<file path="config.mk">
export PLATFORM = sky130hd
export DESIGN_NAME = modem_status_unit
export DESIGN_NICKNAME = d
export VERILOG_FILES = /design/src/rtl/msu_pkg.sv /design/src/rtl/msu_sync.sv /design/src/rtl/msu_ctrl.sv /design/src/rtl/msu_status.sv /design/src/rtl/modem_status_unit.sv
export SDC_FILE = /design/constraint.sdc
export NUM_CORES = 1
export LEC_CHECK = 0
export ABC_AREA = 1
export CAP_MARGIN = 40
export CORE_UTILIZATION = 50
export DETAILED_ROUTE_END_ITERATION = 7
export GPL_TIMING_DRIVEN = 0
export PLACE_DENSITY = 0.82
export RECOVER_POWER = 25
export SLEW_MARGIN = 20
export SYNTH_ARGS = -nofsm -noshare
export SYNTH_HDL_FRONTEND = slang
export SYNTH_SLANG_ARGS = --single-unit
</file>
<file path="constraint.sdc">
create_clock -name clk -period 2.45 [get_ports clk]
set_input_delay 0.245 -clock clk [delete_from_list [all_inputs] [get_ports clk]]
set_output_delay 0.245 -clock clk [all_outputs]
set_load 0.1 [all_outputs]
</file>
<file path="src/rtl/msu_pkg.sv">
package msu_pkg;
    localparam int REG_W  = 8;
    localparam int MCR_W  = 5;
    localparam int NLINE  = 4;

    // status levels, bit 3 down to bit 0 of this struct = byte bits 7:4
    typedef struct packed {
        logic dcd;
        logic ri;
        logic dsr;
        logic cts;
    } line_t;

    // change flags, byte bits 3:0
    typedef struct packed {
        logic ddcd;
        logic teri;
        logic ddsr;
        logic dcts;
    } delta_t;

    typedef struct packed {
        logic loop;
        logic out2;
        logic out1;
        logic rts;
        logic dtr;
    } mcr_t;

    typedef enum logic {SEL_MCR = 1'b0, SEL_MSR = 1'b1} sel_e;

    localparam mcr_t  MCR_RST  = '{loop: 1'b0, out2: 1'b1, out1: 1'b0, rts: 1'b0, dtr: 1'b0};
    localparam line_t LINE_RST = '{dcd: 1'b1, ri: 1'b0, dsr: 1'b1, cts: 1'b1};

    function automatic line_t loop_map(mcr_t m);
        line_t l;
        l.dcd = m.out2;
        l.ri  = m.out1;
        l.dsr = m.dtr;
        l.cts = m.rts;
        return l;
    endfunction

    function automatic delta_t edge_flags(line_t prev, line_t nxt);
        delta_t d;
        d.ddcd = prev.dcd ^ nxt.dcd;
        d.teri = prev.ri & ~nxt.ri;
        d.ddsr = prev.dsr ^ nxt.dsr;
        d.dcts = prev.cts ^ nxt.cts;
        return d;
    endfunction
endpackage

</file>
<file path="src/rtl/msu_sync.sv">
module msu_sync #(
    parameter int          STAGES = 2,
    parameter int          W      = 4,
    parameter logic [W-1:0] RST_V = '0
) (
    input  logic         clk,
    input  logic         rst,
    input  logic [W-1:0] d,
    output logic [W-1:0] q
);
    localparam int LAST = STAGES - 1;

    for (genvar i = 0; i < W; i++) begin : g_bit
        logic [STAGES-1:0] chain;
        always_ff @(posedge clk) begin
            if (rst) chain <= {STAGES{RST_V[i]}};
            else     chain <= {chain[STAGES-2:0], d[i]};
        end
        assign q[i] = chain[LAST];
    end
endmodule

</file>
<file path="src/rtl/msu_ctrl.sv">
module msu_ctrl
    import msu_pkg::*;
(
    input  logic             clk,
    input  logic             rst,
    input  logic             wr,
    input  logic [MCR_W-1:0] wdata,
    output mcr_t             mcr_q
);
    always_ff @(posedge clk) begin
        if (rst)     mcr_q <= MCR_RST;
        else if (wr) mcr_q <= mcr_t'(wdata);
    end


    mcr_wr_chk: assert property (@(posedge clk) disable iff (rst)
        wr |=> mcr_q == mcr_t'($past(wdata)));


    mcr_rst_chk: assert property (@(posedge clk) disable iff (rst)
        $fell(rst) |-> mcr_q == MCR_RST);
endmodule

</file>
<file path="src/rtl/msu_status.sv">
module msu_status
    import msu_pkg::*;
(
    input  logic   clk,
    input  logic   rst,
    input  logic   loop,
    input  line_t  loop_src,
    input  line_t  ext,
    input  logic   rd_clr,
    output line_t  stat_q,
    output delta_t delta_q
);
    line_t  src;
    delta_t base;

    assign src  = loop ? loop_src : ext;
    assign base = rd_clr ? delta_t'('0) : delta_q;

    always_ff @(posedge clk) begin
        if (rst) begin
            stat_q  <= LINE_RST;
            delta_q <= '0;
        end else begin
            stat_q  <= src;
            delta_q <= base | edge_flags(stat_q, src);
        end
    end

    logic [NLINE-1:0] dq_bits;
    assign dq_bits = delta_q;


    teri_fall_chk: assert property (@(posedge clk) disable iff (rst)
        $rose(delta_q.teri) |-> $fell(stat_q.ri));


    rd_clear_chk: assert property (@(posedge clk) disable iff (rst)
        (rd_clr && src == stat_q) |=> dq_bits == '0);


    delta_hold_chk: assert property (@(posedge clk) disable iff (rst)
        !rd_clr |=> (dq_bits & $past(dq_bits)) == $past(dq_bits));
endmodule

</file>
<file path="src/rtl/modem_status_unit.sv">
module modem_status_unit
    import msu_pkg::*;
#(
    parameter int SYNC_STAGES = 2
) (
    input  logic       clk,
    input  logic       rst,
    input  logic       reg_wr,
    input  logic       reg_rd,
    input  logic       reg_sel,
    input  logic [7:0] wr_data,
    output logic [7:0] rd_data,
    input  logic       msi_en,
    input  logic       dcd_in,
    input  logic       ri_in,
    input  logic       dsr_in,
    input  logic       cts_in,
    output logic       dtr_out,
    output logic       rts_out,
    output logic       out1_out,
    output logic       out2_out,
    output logic       msi_irq
);
    localparam int PAD_W = REG_W - MCR_W;

    mcr_t   mcr_q;
    line_t  ext_raw, ext_sync, stat_q;
    delta_t delta_q;
    logic   wr_mcr, rd_msr;
    logic [PAD_W-1:0] unused_wr_hi;

    assign unused_wr_hi = wr_data[REG_W-1:MCR_W];
    assign wr_mcr  = reg_wr && (sel_e'(reg_sel) == SEL_MCR);
    assign rd_msr  = reg_rd && (sel_e'(reg_sel) == SEL_MSR);
    assign ext_raw = '{dcd: dcd_in, ri: ri_in, dsr: dsr_in, cts: cts_in};

    msu_sync #(.STAGES(SYNC_STAGES), .W(NLINE), .RST_V(LINE_RST)) sync_i (
        .clk (clk),
        .rst (rst),
        .d   (ext_raw),
        .q   (ext_sync)
    );

    msu_ctrl ctrl_i (
        .clk   (clk),
        .rst   (rst),
        .wr    (wr_mcr),
        .wdata (wr_data[MCR_W-1:0]),
        .mcr_q (mcr_q)
    );

    msu_status stat_i (
        .clk      (clk),
        .rst      (rst),
        .loop     (mcr_q.loop),
        .loop_src (loop_map(mcr_q)),
        .ext      (ext_sync),
        .rd_clr   (rd_msr),
        .stat_q   (stat_q),
        .delta_q  (delta_q)
    );

    always_ff @(posedge clk) begin
        if (rst)
            rd_data <= '0;
        else if (reg_rd)
            rd_data <= (sel_e'(reg_sel) == SEL_MSR) ? {stat_q, delta_q}
                                                    : {{PAD_W{1'b0}}, mcr_q};
    end

    assign dtr_out  = mcr_q.dtr;
    assign rts_out  = mcr_q.rts;
    assign out1_out = mcr_q.out1;
    assign out2_out = mcr_q.out2;
    assign msi_irq  = msi_en && (delta_q != '0);


    loop_map_chk: assert property (@(posedge clk) disable iff (rst)
        (mcr_q.loop && $past(mcr_q.loop)) |-> stat_q == loop_map($past(mcr_q)));


    irq_src_chk: assert property (@(posedge clk) disable iff (rst)
        msi_irq |-> (msi_en && delta_q != '0));


    msr_rst_chk: assert property (@(posedge clk) disable iff (rst)
        $fell(rst) |-> (stat_q == LINE_RST && delta_q == '0));
endmodule

</file>
==> results of run 1 <==
[registers in the layout, indices dropped and copies added, names as in the netlist]
register            cells
ctrl_i.mcr_q            5
stat_i.delta_q          4
stat_i.stat_q           4
sync_i.g_bit.chain      8
rd_data                 8
[Yosys cell counts]
cell type / n / share of area
sky130_fd_sc_hd__o22ai_1: 1 / 0.0054
sky130_fd_sc_hd__o21ai_0: 4 / 0.017
sky130_fd_sc_hd__inv_1: 24 / 0.078
sky130_fd_sc_hd__buf_2: 1 / 0.0043
sky130_fd_sc_hd__dfxtp_1: 29 / 0.50
sky130_fd_sc_hd__buf_4: 1 / 0.0065
sky130_fd_sc_hd__buf_6: 3 / 0.029
sky130_fd_sc_hd__or2_2: 6 / 0.033
sky130_fd_sc_hd__nor2_2: 1 / 0.0054
sky130_fd_sc_hd__nand3_1: 21 / 0.091
sky130_fd_sc_hd__nand2_2: 1 / 0.0054
sky130_fd_sc_hd__a21boi_0: 1 / 0.0065
sky130_fd_sc_hd__nor2_1: 5 / 0.016
sky130_fd_sc_hd__o21ai_1: 1 / 0.0043
sky130_fd_sc_hd__inv_2: 1 / 0.0033
sky130_fd_sc_hd__a21oi_1: 7 / 0.030
sky130_fd_sc_hd__inv_4: 1 / 0.0054
sky130_fd_sc_hd__nand2_4: 1 / 0.0098
sky130_fd_sc_hd__o211ai_1: 5 / 0.033
sky130_fd_sc_hd__nand2_1: 34 / 0.11
[cell families after synthesis]
family | count (synthesis) | share of synthesized area
AOI/OAI and AO/OA | 19 | 0.0967
buffers and inverters | 31 | 0.127
and+or+nand+nor | 69 | 0.272
DFF | 29 | 0.504
[layout make-up]
| cell class | count | area (sq um) |
|---|---|---|
| well taps | 28 | 35.0 |
| flip-flops and latches | 29 | 581 |
| inverters | 26 | 100 |
| multi-input cells | 88 | 424 |
| repair buffers | 39 | 455 |
| clock inverters | 2 | 10.0 |
| fillers | 148 | 499 |
| plain buffers | 5 | 45.0 |
| clock buffers | 6 | 41.3 |
[worst paths after layout]
kind / from / to / slack, ns / depth (start not counted)
max: stat_i.delta_q[2]$_SDFF_PP0_ / msi_irq / 0.53 / 4
min reg2reg: sync_i.g_bit[2].chain[0]$_SDFF_PP0_ / sync_i.g_bit[2].chain[1]$_SDFF_PP0_ / 0.41 / 2
max reg2reg: ctrl_i.mcr_q[4]$_SDFFE_PP0P_ / stat_i.delta_q[1]$_SDFF_PP0_ / 1.44 / 7
min: reg_sel / rd_data[5]$_SDFFE_PP0P_ / 0.23 / 3
[cells in the final DEF, fill, tap and decap left out, types with 3 or more instances in the layout]
cell type,n
sky130_fd_sc_hd__nand2_1,34
sky130_fd_sc_hd__dfxtp_1,29
sky130_fd_sc_hd__clkdlybuf4s50_1,25
sky130_fd_sc_hd__inv_1,24
sky130_fd_sc_hd__nand3_1,21
sky130_fd_sc_hd__buf_8,13
sky130_fd_sc_hd__a21oi_1,7
sky130_fd_sc_hd__or2_2,6
sky130_fd_sc_hd__nor2_1,5
sky130_fd_sc_hd__o211ai_1,5
sky130_fd_sc_hd__clkbuf_4,5
sky130_fd_sc_hd__o21ai_0,4
sky130_fd_sc_hd__buf_6,3
[report_power, final]
group | total (mW) | internal [mW] | switching [mW]
sequential | 0.521 | 0.502 | 0.0191
clock | 0.270 | 0.109 | 0.161
combinational | 0.303 | 0.118 | 0.185
[tightest hold or removal path: stages]
cell and delay (ns):
sky130_fd_sc_hd__buf_6 0.12, sky130_fd_sc_hd__nand3_1 0.08, sky130_fd_sc_hd__a21oi_1 0.05
[through the flow]
step           hold WS [ns]  instances
2_1_floorplan         0.349        148
3_3_place_gp          0.390        202
3_5_place_dp          0.398        215
4_1_cts               0.221        223
5_1_grt               0.215        223
6_report              0.226        223
[metal layers]
layer / routed length [um] / vias to the layer above
met5: 0 / -
met4: 40 / 0
met3: 115 / 6
met2: 1430 / 30
met1: 1120 / 499
li1: - / 559
==> results.md, run 1 <==
- The flow ran to the end, and the final reports show no timing, DRC or antenna violations.
- The total design power is 1.09 mW.
- The number of distinct standard cells referenced by the synthesized netlist is 20.
- The largest net degree at the start of global routing is 11.
- The initial antenna violation count is 0.
- The detailed-placement wirelength estimate is slightly above 2000 um.
- The buffers inserted during post-CTS setup optimization is 0.
- The critical path's slowest cell is sky130_fd_sc_hd__clkdlybuf4s50_1.
- The number of global-route vias before repair is 1116.
- The post-cts sizing count is 0.
- The number of ports placed on the die boundary is 31.
- At the end of routability-driven placement, the weighted congestion stood at between 0.8 and 0.9.
- After the last flow step, the layout net total stands at between 200 and 250.
- The number of antenna diodes in the final layout is 0.
- The signal on the critical path passes through nor2_1 -> a21boi_1 -> clkdlybuf4s50_1 -> buf_8.
- The mean routed wirelength per cell is 12.1 um.
- For this block, the via count after detailed routing is 1094.
- In the global route stage, met1 resource usage came out at 0.269.
- The largest single stage delay on the critical path is 0.54 ns.
- The cell area after layout is 1690 sq um.
- The worst path needs ~1.9 ns of the cycle, external delays included.
- The met3 track demand over resource in global routing is 0.0926.
- The via density per instance is approximately 5.
- The path class of the tightest hold or removal check is input pin to flop.
- The instance area after placement is 1640 sq um.
- TritonCTS created 5 clock buffers.
- The count of buffers added on input and output ports is 26.
- From bottom edge to top edge, the die measures 50.0 um.
- The tree is rooted in a sky130_fd_sc_hd__clkbuf_4.
- The areal power density over the cells is 647 nW/um^2.
- The global routing stage identified its most utilized layer as met2.
- The total number of placement rows is 17.
- Clock latency on the worst-skew pair, taken at its later pin, is 0.32 ns.
- The clock tree from TritonCTS is yes.
- STA classifies the critical path startpoint as a flop.
- The antenna violation net count after detailed routing is 0.
- The worst slew margin relative to its limit is 0.735.
- Compared with the post-synthesis result, the final layout area differs by 47.0%.
- In the global route stage, met2 resource usage came out at 0.458.
- The total clock sinks is 29.
- The overall routing resource usage is 0.257.
- At the worst endpoint, the required time is 2.20 ns.
- The final core area utilization is 0.772.
- The leakage power is 0.812 nW.
- The setup total negative slack is 0 ns.
- The dominant delay contributor by cell family on the critical path is buffers and inverters.
- The clock-pin slew on the worst setup and hold paths is 0.09 ns.
- The number of nets handed over by synthesis was 166.
- Before CTS, the worst setup slack after placement is 0.571 ns.
- The area of the die is roughly 2500 sq um.
- The total congestion overflow is 0.
- The total of endpoints with negative setup slack in the final report is 0.
- In the final layout, the share of cells above drive strength 1 is 0.179.
- The Yosys step of the flow raised 0 warnings.
- The period utilization is 0.782.
- The share of the Yosys chip area taken by registers is 0.504.
- Data on the critical path arrives at its endpoint at 1.67 ns.
- The count of buffering cells on the critical path with inverters included is 2.
- The pre-antenna-repair detailed-routing pass consisted of 4 iterations.
- Counting flops and latches in the post-synthesis netlist gives 29.
- After the first detailed-routing iteration, the DRC count stood at 26.
- The worst path setup slack after routing is 0.534 ns.
- The max-cap violation count is 0.
- The maximum frequency from static timing analysis is 522 MHz.
- The number of max-slew violations in the final report was 0.
- The depth of the CTS H-tree is 2.
- The wire length of the first global-routing pass is 4660 um.
- The final clock skew is 0.00684 ns.
- The cts-stage hold buffer count is 0.
- Of all nets on the critical path, the largest fanout is 3.
- The worst-case vdd ir drop is 0.546 mV.
- Measured along the x axis, the die boundary spans around 50 um.
- The worst setup path is of the flop to output port kind.
- The final-report hold violation count is 0.
- The worst setup path is captured at an output port.
- For this configuration, the core starts out at a cell density of 0.525.
- The final routed wirelength across all metal layers is approximately 2700 um.
- The mapped netlist covers about 1200 sq um.
- The post-synthesis cell count is ~150.
- The longest clock path from root to sink contains 2 buffers.
- At the pin with the least slew margin, the transition time is 0.398 ns.
- In this run the standard cell core region covers 2190 sq um.
- A synthesized cell averages 7.78 sq um.
- For this run, design rule violations remaining after detail routing come to 0.
- Setup repair after global routing left no endpoint under its margin.
No activity file was read; power rests on OpenSTA's default activity.
==> run 2: changes to the inputs <==
- CORE_UTILIZATION: 50 -> 42
- PLACE_DENSITY: 0.82 -> 0.74
- clock period: 2.45 -> 1.7 ns (I/O delays scaled with it)
==> results.md, run 2 (synthesis results as in run 1) <==
- The root cell of the clock tree is sky130_fd_sc_hd__clkbuf_4.
- The fraction of layout instances using a drive strength above 1 came to 0.181 (+0.00186).
- Walking the worst path, the cells encountered are clkdlybuf4s50_1 -> buf_8.
- The number of buffers on the longest clock path is 2 (unchanged).
- The wire length of the first global-routing pass is 4320 um (-7.3%).
- The starting utilization of the core area is 0.456 (-0.0691).
- The total via count in the routed design is 1086 (-0.73%).
- The relative contribution of the clock network to total power was 0.259 (+0.012).
- The total design power is 1.60 mW (+47%).
- The delay contributed by the slowest stage of the critical path is 0.54 ns (about the same).
- The initial antenna violation count is 0 (unchanged).
- The period utilization is 0.966.
- The total of endpoints with negative setup slack in the final report is 0 (unchanged).
- For this run, the top clock speed supported by timing is 609 MHz.
- The detailed-placement wirelength estimate came to 2000 um (-2.8%).
- The number of max-slew violations in the final report was 0 (unchanged).
- The chip height came to 54.4 um (+8.7%).
- The most frequent standard cell in the layout excluding fill and tap cells is sky130_fd_sc_hd__nand2_1.
- The area of the die came to 2950 sq um (+18%).
- The multi-input logic area is 428 sq um (+0.88%).
- In the layout the commonest cells are sky130_fd_sc_hd__nand2_1, sky130_fd_sc_hd__dfxtp_1, sky130_fd_sc_hd__inv_1, sky130_fd_sc_hd__clkdlybuf4s50_1, sky130_fd_sc_hd__nand3_1.
- The endpoint arrival time on the critical path was 1.47 ns (-0.20 ns).
- The final routed wirelength across all metal layers came to 2680 um (-0.74%).
- The buffers inserted during post-CTS setup optimization is 0 (unchanged).
- The worst min-delay path category is input pin to flop.
- The total clock sinks is 29 (unchanged).
- The run finished with clean final reports.
- The final-report hold violation count was 0 (unchanged).
- The clock tree from TritonCTS is yes.
- The worst path setup slack after routing is 0.0575 ns (-0.477 ns).
- The total congestion overflow is 0 (unchanged).
- The core box area is 2520 sq um (+15%).
- The detailed router's first-iteration violation count is 28 (+7.7%).
- The largest net degree at the start of global routing came to 11 (unchanged).
- The DRC violation count after routing was 0 (unchanged).
- The depth of the CTS H-tree is 2 (unchanged).
- The actual transition at the worst max-transition pin is 0.406 ns (+0.00839 ns).
- The area used by sequential logic in the layout is 581 sq um (unchanged).
- The clock insertion delay at the later pin of the skew report was 0.32 ns (about the same).
- The net switching power of the design came to 0.518 mW (+42%).
- The leakage power is 0.810 nW (-0.30%).
- The design internal power is 1.09 mW (+49%).
- The max-cap violation count is 0 (unchanged).
- The number of global-route vias before repair was 1034 (-7.3%).
- The worst-case vdd ir drop is 0.707 mV (+29%).
- The critical path launch point type is a flop.
- The critical path's slowest cell is sky130_fd_sc_hd__clkdlybuf4s50_1.
- The largest registers in the layout are rd_data x8, sync_i.g_bit.chain x8, ctrl_i.mcr_q x5.
- The overall routing resource usage is 0.217 (-0.0406).
- The net switching fraction of the power is 0.323 (-0.0113).
- The mean routed wirelength per cell is 12.0 um (-0.74%).
- The startpoint-to-endpoint class of the critical path is flop to output port.
- The smallest hold slack is 0.174 ns (-0.0517 ns).
- The count of buffering cells on the critical path with inverters included came to 2 (unchanged).
- The required time at the endpoint of the critical path is 1.53 ns (-0.67 ns).
- The port buffer count came to 26 (unchanged).
- Compared with the post-synthesis result, the final layout area differs by 47.4%.
- The number of buffers created by CTS is 5 (unchanged).
- The worst slew margin relative to its limit came to 0.729 (-0.00559).
- The antenna diode count is 0 (unchanged).
- The cts-stage hold buffer count is 0 (unchanged).
- The setup slack at placement is 0.0450 ns (-0.526 ns).
- The fill cell total of the finished layout is 202 (+36%).
- The total number of placement rows is 18 (+1).
- The areal power density over the cells was 946 nW/um^2 (+46%).
- The number of ports placed on the die boundary is 31 (unchanged).
- The routed design could run at a clock period as short as 1.64 ns.
- The horizontal extent of the die came to 54.4 um (+8.7%).
- The antenna violation net count after detailed routing is 0 (unchanged).
- The via density per instance is 4.87 (-0.73%).
- The clock-pin slew on the worst setup and hold paths is 0.09 ns (about the same).
- On the critical path the largest part of the delay comes from buffers and inverters.
- The largest fanout of any net on the critical path is 5 (+2).
- The count of TritonRoute iterations in the first routing pass came to 4 (unchanged).
- The sequential power share is 0.467 (-0.009).
- The final weighted congestion in routability-driven placement is 0.825 (-2.1%).
- The critical path endpoint category is an output port.
- Setup repair after global routing left no endpoint under its margin.
- The total number of nets in the final design came to 211 (-0.47%).
- The final clock skew is 0.0101 ns (+0.00331 ns).
- The logic gate share of total power came to 0.274 (-0.003).
## run 2: changes by cell type in the layout (fill, tap and decap cells not counted), sizes merged
cell           previous run  this run
clkinv                    2         0
clkbuf                    7         8
clkdlybuf4s50            25        24
## run 2: final cells by class
| cell class | instances | area share |
|---|---|---|
| Tap cell | 30 | 0.0221 |
| Sequential cell | 29 | 0.342 |
| Timing Repair Buffer | 38 | 0.265 |
| Inverter | 26 | 0.0590 |
| Multi-Input combinational cell | 88 | 0.252 |
| Buffer | 5 | 0.0265 |
| Clock buffer | 7 | 0.0324 |
## run 2: worst paths after layout
kind / startpoint / endpoint / slack [ns] / cells after the start
hold / removal: reg_sel / rd_data[6]$_SDFFE_PP0P_ / 0.17 / 3
hold reg to reg: sync_i.g_bit[2].chain[0]$_SDFF_PP0_ / sync_i.g_bit[2].chain[1]$_SDFF_PP0_ / 0.41 / 2
setup reg to reg: ctrl_i.mcr_q[4]$_SDFFE_PP0P_ / stat_i.delta_q[1]$_SDFF_PP0_ / 0.67 / 7
setup / recovery: ctrl_i.mcr_q[3]$_SDFFE_PP1P_ / out2_out / 0.06 / 2
## run 2: what timing repair did
action,CTS,global route
resized for setup,1,0
setup endpoints to repair,1,0
endpoints found under the hold margin,0,0
## run 2: worst reg2reg max path, cell delays in order, from the launching register on
cell	delay [ns]
sky130_fd_sc_hd__dfxtp_1	0.31
sky130_fd_sc_hd__buf_6	0.13
sky130_fd_sc_hd__inv_2	0.13
sky130_fd_sc_hd__nand2_1	0.09
sky130_fd_sc_hd__nand3_1	0.07
sky130_fd_sc_hd__nand3_1	0.09
sky130_fd_sc_hd__nand2_1	0.08
sky130_fd_sc_hd__inv_1	0.04
## run 2: per-layer routing
layer	up-vias	GRT usage	wire (um)
li1	555	-	-
met1	491	0.232	1150
met2	34	0.374	1370
met3	6	0.0944	116
met4	0	0.0812	44
met5	-	0	0
## run 2: metrics by stage
step | std cells | utilization | setup TNS (ns) | cell area (sq um)
after CTS | 223 | 0.673 | 0 | 1700
final | 223 | 0.673 | 0 | 1700
after detailed placement | 217 | 0.653 | 0 | 1650
after floorplan | 148 | - | 0 | 1150
after global routing | 223 | 0.673 | 0 | 1700
after global placement | 204 | 0.576 | -0.365 | 1450
## run 2: power groups by stage
| stage | combinational (mW) | sequential (mW) | clock (mW) |
|---|---|---|---|
| 2_1_floorplan | 0.141 | 0.890 | 0 |
| 3_3_place_gp | 0.363 | 0.764 | 0 |
| 3_5_place_dp | 0.442 | 0.765 | 0 |
| 4_1_cts | 0.442 | 0.750 | 0.422 |
| 5_1_grt | 0.466 | 0.755 | 0.465 |
| 6_report | 0.439 | 0.750 | 0.415 |
==> run 3: changes to the inputs <==
- REMOVE_ABC_BUFFERS: unset -> 1
==> results.md, run 3 (synthesis results as in run 1) <==
- In this run the most critical hold path is launched from ri_in.
- Setup repair after global routing left no endpoint under its margin.
- The initial antenna violation count is 0 (unchanged).
- The total congestion overflow is 0 (unchanged).
- The critical path launch point type is a flop.
- The startpoint-to-endpoint class of the critical path is flop to output port.
- The fraction of layout instances using a drive strength above 1 is 0.175 (-0.00674).
- The worst register-to-register path ends at stat_i.delta_q[1]$_SDFF_PP0_.
- The overall routing resource usage is 0.198 (-0.0188).
- The clock tree from TritonCTS is yes.
- The start point of the critical path is ctrl_i.mcr_q[1]$_SDFFE_PP0P_.
- The antenna diode count came to 0 (unchanged).
- The wire length on met3 was 153 um (+32%).
- The setup total negative slack is 0 ns (unchanged).
- The detailed router's first-iteration violation count was 14 (-50%).
- The number of ports placed on the die boundary is 31 (unchanged).
- The mean routed wirelength per cell is 11.0 um (-8.2%).
- The detailed-route wire length on metal 1 is 1060 um (-7.7%).
- The port buffer count is 27 (+3.8%).
- The worst-case vdd ir drop came to 0.865 mV (+22%).
- STA classifies the critical path endpoint as an output port.
- The number of buffers on the longest clock path is 2 (unchanged).
- The starting utilization of the core area came to 0.456 (unchanged).
- The DRC violation count after routing is 0 (unchanged).
- The chip height is 54.4 um (unchanged).
- The met2 wire length is 1180 um (-14%).
- The clock insertion delay at the later pin of the skew report is 0.32 ns (about the same).
- The final routed wirelength across all metal layers is 2420 um (-9.9%).
- The final weighted congestion in routability-driven placement came to 0.794 (-3.8%).
- The required time at the endpoint of the critical path came to 1.53 ns (about the same).
- The count of TritonRoute iterations in the first routing pass was 4 (unchanged).
- In this run the critical register-to-register path is launched from ctrl_i.mcr_q[4]$_SDFFE_PP0P_.
- The post-cts sizing count is 2 (+1).
- The number of max-slew violations in the final report is 0 (unchanged).
- The area of the die is 2950 sq um (unchanged).
- The final core area utilization is 0.665 (-0.00744).
- The reg-to-reg setup timing slack is 0.61 ns (-0.06 ns).
- The detailed router used layers up to and including met4.
- In the final layout, the registers with the most flip-flops are rd_data x8, sync_i.g_bit.chain x8, ctrl_i.mcr_q x5.
- The top cell types in the final layout, fill and taps aside, are sky130_fd_sc_hd__nand2_1, sky130_fd_sc_hd__dfxtp_1, sky130_fd_sc_hd__inv_1, sky130_fd_sc_hd__clkdlybuf4s50_1, sky130_fd_sc_hd__nand3_1.
- The number of buffers created by CTS was 5 (unchanged).
- The most frequent standard cell in the layout excluding fill and tap cells is sky130_fd_sc_hd__nand2_1.
- The depth of the CTS H-tree is 2 (unchanged).
- The run finished with clean final reports.
- The core box area is 2520 sq um (unchanged).
- The number of global-route vias before repair is 944 (-8.7%).
- The count of cells along the worst register-to-register path was 6 (-1).
- The detailed-placement wirelength estimate is 1760 um (-12%).
- The total of endpoints with negative setup slack in the final report is 0 (unchanged).
- The via density per instance is 4.82 (-1.1%).
- In this run the worst setup path terminates at rts_out.
- The endpoint arrival time on the critical path was 1.45 ns (-0.02 ns).
- The maximum frequency from static timing analysis is 619 MHz (+1.6%).
- The fill cell total of the finished layout was 218 (+7.9%).
- The actual transition at the worst max-transition pin is 0.519 ns (+0.113 ns).
- The cts-stage hold buffer count is 0 (unchanged).
- The final clock skew is 0.00243 ns (-0.00772 ns).
- The clock-pin slew on the worst setup and hold paths is 0.09 ns (about the same).
- The max-cap violation count is 0 (unchanged).
- The final-report hold violation count is 0 (unchanged).
- The horizontal extent of the die was 54.4 um (unchanged).
- The minimum clock period after layout is 1.62 ns (-0.0266 ns).
- The total design power was 1.70 mW (+5.9%).
- The worst min-delay path category is input pin to flop.
- The signed area change from the synthesized netlist to the final layout is 45.8%.
- The largest fanout of any net on the critical path is 4 (-1).
- The buffers inserted during post-CTS setup optimization is 0 (unchanged).
- The largest net degree at the start of global routing is 17 (+6).
- The antenna violation net count after detailed routing is 0 (unchanged).
- The leakage power was 0.798 nW (-1.4%).
- The period utilization is 0.951 (-0.0157).
- The total via count in the routed design was 1055 (-2.9%).
- The worst slew margin relative to its limit was 0.653 (-0.0762).
- The total clock sinks is 29 (unchanged).
- The total number of placement rows is 18 (unchanged).
- The areal power density over the cells is 1010 nW/um^2 (+7.1%).
- Clock tree synthesis selected as its root buffer the cell sky130_fd_sc_hd__clkbuf_4.
- The wire length of the first global-routing pass was 3970 um (-8.2%).
- The total number of nets in the final design is 207 (-1.9%).
[run 3: cell count changes in the layout (fill, tap and decap cells not counted), sizes merged]
cell         before  now
buf              17   13
bufinv            0    1
clkbuf            8    5
clkinv            0    1
dlygate4sd3       1    2
[run 3: power by group]
part | total (mW) | leakage [nW] | switching, mW | internal [mW]
Combinational | 0.414 | 0.517 | 0.255 | 0.159
Clock | 0.529 | 0.0410 | 0.230 | 0.299
Sequential | 0.756 | 0.240 | 0.0323 | 0.724
[run 3: metrics by stage]
step | instance area (sq um) | cells | hold WS [ns] | setup WS [ns]
after floorplan | 1100 | 143 | 0.237 | -1.03
after global placement | 1410 | 200 | 0.391 | -0.414
after detailed placement | 1610 | 213 | 0.394 | -0.0231
after CTS | 1680 | 219 | 0.343 | 0.00544
after global routing | 1680 | 219 | 0.347 | 0.00937
final | 1680 | 219 | 0.356 | 0.0841
[run 3: worst max-delay path, stage by stage (launching register included)]
cell and delay (ns):
sky130_fd_sc_hd__dfxtp_1 0.39, sky130_fd_sc_hd__clkdlybuf4s50_1 0.53, sky130_fd_sc_hd__buf_8 0.20
[run 3: area by class of cell]
cell class / instances / area (sq um) / share of cell area
multi-input cells: 88 / 424 / 0.253
inverters: 26 / 100 / 0.0597
flip-flops and latches: 29 / 583 / 0.348
clock inverters: 2 / 35.0 / 0.0209
clock buffers: 5 / 37.5 / 0.0224
well taps: 30 / 37.5 / 0.0224
repair buffers: 39 / 460 / 0.274
[run 3: per-layer routing]
layer / track usage / vias up
li1: - / 541
met1: 0.224 / 479
met2: 0.309 / 31
met3: 0.0889 / 4
met4: 0.107 / 0
met5: 0 / -
[run 3: worst min-delay path by stage]
| stage | to | slack, ns | cells past startpoint |
|---|---|---|---|
| 2_1_floorplan | rd_data[7]$_SDFFE_PP0P_ | 0.24 | 1 |
| 3_3_place_gp | sync_i.g_bit[2].chain[1]$_SDFF_PP0_ | 0.39 | 2 |
| 3_5_place_dp | sync_i.g_bit[0].chain[1]$_SDFF_PP1_ | 0.39 | 1 |
| 4_1_cts | sync_i.g_bit[2].chain[0]$_SDFF_PP0_ | 0.34 | 3 |
| 5_1_grt | sync_i.g_bit[2].chain[0]$_SDFF_PP0_ | 0.35 | 3 |
| 6_report | sync_i.g_bit[2].chain[0]$_SDFF_PP0_ | 0.36 | 3 |
